File: src/rtl/hough_rho_pkg.sv
// Shared types for the reference-rho walker.
// Assumes rho is signed Q12.8 fixed point and that steps never exceed MAX_STEP blocks.
package hough_rho_pkg;
    localparam int RHO_INT_W  = 12;
    localparam int RHO_FRAC_W = 8;
    localparam int RHO_W      = RHO_INT_W + RHO_FRAC_W;
    localparam int MAX_STEP   = 8;
    localparam int STEP_W     = $clog2(MAX_STEP + 1);

    typedef logic signed [RHO_W-1:0] rho_t;
    typedef logic [STEP_W-1:0]       step_t;
endpackage

File: src/rtl/rho_step_table.sv
// Table of step multiples 0..MAX_STEP times the cosine term, captured on start.
// Assumes a step index above MAX_STEP selects 0 (no advance).
module rho_step_table
    import hough_rho_pkg::*;
#(
    parameter int N_STEP = MAX_STEP
) (
    input  logic  clk,
    input  logic  rst_n,
    input  logic  load,
    input  rho_t  cos_i,
    input  step_t k_i,
    output rho_t  add_o
);
    rho_t mult_q [0:N_STEP];

    generate
        for (genvar g = 0; g <= N_STEP; g++) begin : g_entry
            // Capture g times the cosine term when a new image starts.
            always_ff @(posedge clk) begin
                if (!rst_n)    mult_q[g] <= '0;
                else if (load) mult_q[g] <= cos_i * rho_t'(g);
            end
        end
    endgenerate

    // Select the multiple that matches the requested step.
    always_comb begin
        add_o = '0;
        if (int'(k_i) <= N_STEP) add_o = mult_q[k_i];
    end
endmodule

File: src/rtl/rho_row_ctrl.sv
// Control flags of the walk: row-start marker, done flag and output valid.
// Assumes start has priority over step and row-end inputs in the same cycle.
module rho_row_ctrl (
    input  logic clk,
    input  logic rst_n,
    input  logic start,
    input  logic step_valid,
    input  logic row_end,
    input  logic last_row,
    output logic accept_step,
    output logic adv_row,
    output logic row_first,
    output logic done,
    output logic valid
);
    // Decide which inputs take effect this cycle.
    always_comb begin
        accept_step = step_valid && !start && !done;
        adv_row     = row_end && !start && !done;
    end

    // Track whether the next step starts a fresh block-row.
    always_ff @(posedge clk) begin
        if (!rst_n)           row_first <= 1'b1;
        else if (start)       row_first <= 1'b1;
        else if (adv_row)     row_first <= 1'b1;
        else if (accept_step) row_first <= 1'b0;
    end

    // Raise done after the last row-end; clear it on start.
    always_ff @(posedge clk) begin
        if (!rst_n)                   done <= 1'b0;
        else if (start)               done <= 1'b0;
        else if (adv_row && last_row) done <= 1'b1;
    end

    // One valid pulse per accepted step.
    always_ff @(posedge clk) begin
        if (!rst_n) valid <= 1'b0;
        else        valid <= accept_step;
    end
endmodule

File: src/rtl/rho_accum.sv
// The column and row accumulators that produce reference rho without multipliers.
// Assumes step_add already holds k times the captured cosine term.
module rho_accum
    import hough_rho_pkg::*;
(
    input  logic clk,
    input  logic rst_n,
    input  logic start,
    input  rho_t cfg_sin,
    input  logic accept_step,
    input  logic adv_row,
    input  logic row_first,
    input  rho_t step_add,
    output rho_t col_o
);
    rho_t col_q;
    rho_t row_q;
    rho_t sin_q;
    rho_t base;

    // The base is the row register at a row start, otherwise the column register.
    always_comb base = row_first ? row_q : col_q;

    // Column register: jump to the next nonzero block.
    always_ff @(posedge clk) begin
        if (!rst_n)           col_q <= '0;
        else if (start)       col_q <= '0;
        else if (accept_step) col_q <= base + step_add;
    end

    // Row register and captured sine term: advance one block-row per row-end.
    always_ff @(posedge clk) begin
        if (!rst_n) begin
            row_q <= '0;
            sin_q <= '0;
        end else if (start) begin
            row_q <= '0;
            sin_q <= cfg_sin;
        end else if (adv_row) begin
            row_q <= row_q + sin_q;
        end
    end

    assign col_o = col_q;
endmodule

File: src/rtl/hough_ref_rho.sv
// Top of the reference-rho walker: step table, control and accumulators.
// Assumes step entries and row-ends arrive in raster order of block-rows.
module hough_ref_rho
    import hough_rho_pkg::*;
(
    input  logic                     clk,
    input  logic                     rst_n,
    input  logic                     start,
    input  logic signed [RHO_W-1:0]  cfg_cos_n,
    input  logic signed [RHO_W-1:0]  cfg_sin_n,
    input  logic                     step_valid,
    input  logic [STEP_W-1:0]        step_k,
    input  logic                     row_end,
    input  logic                     last_row,
    output logic                     rho_valid,
    output logic signed [RHO_W-1:0]  rho_out,
    output logic [RHO_INT_W-1:0]     rho_int,
    output logic [RHO_FRAC_W-1:0]    rho_frac,
    output logic                     done
);
    logic accept_step;
    logic adv_row;
    logic row_first;
    rho_t step_add;

    rho_step_table #(.N_STEP(MAX_STEP)) i_table (
        .clk   (clk),
        .rst_n (rst_n),
        .load  (start),
        .cos_i (cfg_cos_n),
        .k_i   (step_k),
        .add_o (step_add)
    );

    rho_row_ctrl i_ctrl (
        .clk         (clk),
        .rst_n       (rst_n),
        .start       (start),
        .step_valid  (step_valid),
        .row_end     (row_end),
        .last_row    (last_row),
        .accept_step (accept_step),
        .adv_row     (adv_row),
        .row_first   (row_first),
        .done        (done),
        .valid       (rho_valid)
    );

    rho_accum i_accum (
        .clk         (clk),
        .rst_n       (rst_n),
        .start       (start),
        .cfg_sin     (cfg_sin_n),
        .accept_step (accept_step),
        .adv_row     (adv_row),
        .row_first   (row_first),
        .step_add    (step_add),
        .col_o       (rho_out)
    );

    // Split rho into integer and fraction parts for vote-offset logic.
    assign rho_int  = rho_out[RHO_W-1:RHO_FRAC_W];
    assign rho_frac = rho_out[RHO_FRAC_W-1:0];
endmodule

File: config.mk
export PLATFORM = sky130hd
export DESIGN_NAME = hough_ref_rho
export DESIGN_NICKNAME = d
export VERILOG_FILES = /design/src/rtl/hough_rho_pkg.sv /design/src/rtl/rho_step_table.sv /design/src/rtl/rho_row_ctrl.sv /design/src/rtl/rho_accum.sv /design/src/rtl/hough_ref_rho.sv
export SDC_FILE = /design/constraint.sdc
export NUM_CORES = 1
export LEC_CHECK = 0
export BUFFER_PORTS_ARGS = -buffer_cell sky130_fd_sc_hd__buf_2
export CAP_MARGIN = 20
export CELL_PAD_IN_SITES_DETAIL_PLACEMENT = 1
export CELL_PAD_IN_SITES_GLOBAL_PLACEMENT = 1
export CORE_MARGIN = 5
export CORE_UTILIZATION = 38
export DETAILED_ROUTE_END_ITERATION = 8
export PLACE_DENSITY = 0.66
export RECOVER_POWER = 100
export SLEW_MARGIN = 20
export SYNTH_ARGS = -nofsm -noshare
export SYNTH_HDL_FRONTEND = slang
export SYNTH_SLANG_ARGS = --single-unit
File: constraint.sdc
create_clock -name clk -period 9.4 [get_ports clk]
set_input_delay 0.94 -clock clk [delete_from_list [all_inputs] [get_ports clk]]
set_output_delay 0.94 -clock clk [all_outputs]
set_load 0.01 [all_outputs]
==> metrics.txt <==
outcome complete, but fails checks; violated checks max-capacitance violations, max-slew violations; port bufs 91; Post-Synthesis Cells 1256; post-DR vias/cell 5.26; fin area 12600 sq um; Pre-antenna DRT Iters 4; hold path start i_accum.row_q[0]; final setup TNS 0 ns; nets@finish 1501; # DRC 0; Routed WL per cell 16.6 microns; grt met1 use 24.2%; min Tclk post-route 5.98 ns; layout cells sized above 1 10.4%; cell area after synthesis 11500 sq um; post-cts resize count 0; R2R cell count 11; Row Count 63; RR Startpoint i_ctrl.row_first; CP max stage delay 2.02 ns; CP max stage cell clkbuf_1; Clk Latency, worst-skew pair 0.42 ns; CP dominant cell by count a21oi_1; area post-placement 12100 sq um; clock slew at reported path FFs 0.06 ns; DIE HEIGHT 184 microns; Max Buffers Root-to-Sink 2; placer congestion estimate 0.818; CTS buffer count 17; MaxCap Viol Count 3; GRT met2 Usage 28.3%; Logic pwr share 26.6%; H-tree Lvls 4; Fmax 167 MHz; Syn Area/Cell 9.13 sq um; Psw 594 uW; crit path cell chain buf_2 > clkbuf_1 > mux4_2 > a21oi_1 > o21ai_0 > ha_1 > nor3_1 > o32ai_1 > a21oi_1 > o21ai_0 > a221oi_1 > xnor2_1 > nand2_1 > a21oi_1; Core ar. 29700 sq um; Peak VDD IR 0.124 mV; critical path arrival 6.28 ns; largest net degree at the start of global routing 73; CP required 9.70 ns; FFs w/ async S/R, synth 0%; initial drt markers 400; worst min-delay path class flop to flop; final cycle utilization of the critical path 63.6%; Slew @ Worst Pin 2.89 ns; Slew headroom -92.5%; Die X-Extent 184 microns; Power Dens Cells 152 nW/um^2; final wirelength 28.4 mm; Layout area overhead 10.1%; number of synthesized flops with an enable pin 75; syn nets 1451; Clock Sinks 138; initial antenna violation count 0; first-pass GRT wire length 47.6 mm; top_reg_cell synth edfxtp_1; crit start category input port; Seq/Total Area, Yosys 30.6%; met3 Use GR 2.20%; DIE AREA 33800 sq um; Post-CTS Setup Inserts 0; vias in the first global route 9487; DP Wirelength 22.4 mm; clock skew 0.0135 ns; most frequent cells in the layout 124 x ha_1, 106 x inv_1, 106 x nand2_1, 103 x a21oi_1, 100 x nor2_1; sequential share of power 37.5%; commonest non-fill, non-tap cell in the layout ha_1; final hold violation count 0; RSZ-0062 raised after global routing no; Bufs and invs on worst path 2; Yosys cell types 72; vias 8998; gr usage total 17.1%; flops & latches, synth 138; Setup Viol. Count Final 0; Leak 0.00557 uW; Setup crit end kind flop; Yosys warning count 0; Worst Path Class, Setup input port to flop; Top delay family on crit path buffers and inverters; Post-CTS Hold Buffers 0; Top Usage Layer GRT met2; Power Internal 1330 uW; gr ovfl total 0; CTS tree done; antenna-violating nets left 0; hold depth 2; reg2reg end i_accum.col_o[18]; Top Ports 92; crit path max fanout 57; clock power share 35.9%; clock root buffer clkbuf_16; sw frac 30.9%; Starting Density 38.6%; Worst Hold Path EP i_accum.row_q[0]; R2R Setup Slk 5.39 ns; Max Slew Vio Count 166
## sequential cells by signal, indices dropped and copies added, names as in the netlist
| name | flops |
|---|---|
| i_accum.row_q | 20 |
| i_accum.sin_q | 20 |
| i_ctrl.row_first | 1 |
| i_ctrl.valid | 1 |
| i_ctrl.done | 1 |
| i_accum.col_o | 20 |
| i_table.mult_q | 75 |
## worst min-delay path: cells and delay by family (launching register included)
kind,cells,cell delay (ns)
AND/OR/NAND/NOR,1,0.06
AO/OA/AOI/OAI,1,0.05
flip-flops,1,0.32
## stage by stage
stage	std cells	total power (uW)	utilization (%)	setup WS [ns]	hold WS [ns]
after global routing	1709	2040	42.5	2.71	0.504
after floorplan	1256	1120	-	5.09	0.445
final	1710	1930	42.5	3.42	0.477
after detailed placement	1677	1250	40.8	4.74	0.475
after CTS	1709	1950	42.8	5.19	0.484
after global placement	1677	1230	40.8	4.83	0.464
## how the worst max path moves through the flow
stage / start / to / slack [ns] / depth (start not counted)
finish: step_k[0] / i_accum.col_o[17] / 3.42 / 14
global route: step_k[0] / i_accum.col_o[17] / 2.71 / 14
CTS: step_k[0] / i_accum.col_o[18] / 5.19 / 14
detailed placement: step_k[0] / i_accum.col_o[18] / 4.74 / 14
global placement: step_k[0] / i_accum.col_o[18] / 4.83 / 14
floorplan: start / i_table.mult_q[1][0] / 5.09 / 6
## final cells by class
cell class                      count  area (sq um)
Antenna cell                        1          2.50
Clock buffer                       19           433
Clock inverter                     13           168
Fill cell                        3513         17100
Inverter                          107           403
Multi-Input combinational cell    941          7170
Sequential cell                   138          3510
Tap cell                          390           488
Timing Repair Buffer              101           454
## Yosys cell counts (22+ instances only)
master / instances / share of area [%]
dfxtp_1: 63 / 11
a21oi_1: 102 / 4.5
nor3_1: 28 / 1.2
a211oi_1: 22 / 1.4
clkbuf_1: 37 / 1.2
mux2i_1: 42 / 3.7
ha_1: 124 / 14
nand2_1: 107 / 3.5
nor2b_1: 33 / 1.8
xnor2_1: 36 / 2.7
o21ai_0: 49 / 2.1
a21o_1: 22 / 1.4
xor2_1: 28 / 2.1
nor2_1: 100 / 3.3
inv_1: 107 / 3.5
edfxtp_1: 75 / 20
## per-layer routing
| metal | wire length, microns | share of wire, % |
|---|---|---|
| met5 | 0 | 0 |
| met4 | 167 | 0.59 |
| met3 | 805 | 2.8 |
| met2 | 12900 | 46 |
| met1 | 14500 | 51 |
## cell families after synthesis
family / count (synthesis) / synth area share, %
AND/OR/NAND/NOR: 369 / 15.5
AO/OA/AOI/OAI: 281 / 15.6
buffers and inverters: 177 / 6.75
adder cells (fa/ha/maj): 145 / 17.2
flip-flops: 138 / 30.6
multiplexers: 82 / 9.39
XOR/XNOR: 64 / 4.89
## power groups by stage
stage | logic [uW] | clock network, uW | registers (uW)
2_1_floorplan | 395 | 0 | 723
3_3_place_gp | 499 | 0 | 733
3_5_place_dp | 514 | 0 | 735
4_1_cts | 518 | 706 | 722
5_1_grt | 579 | 733 | 728
6_report | 512 | 691 | 722
Power figures use the tool's default switching activity.
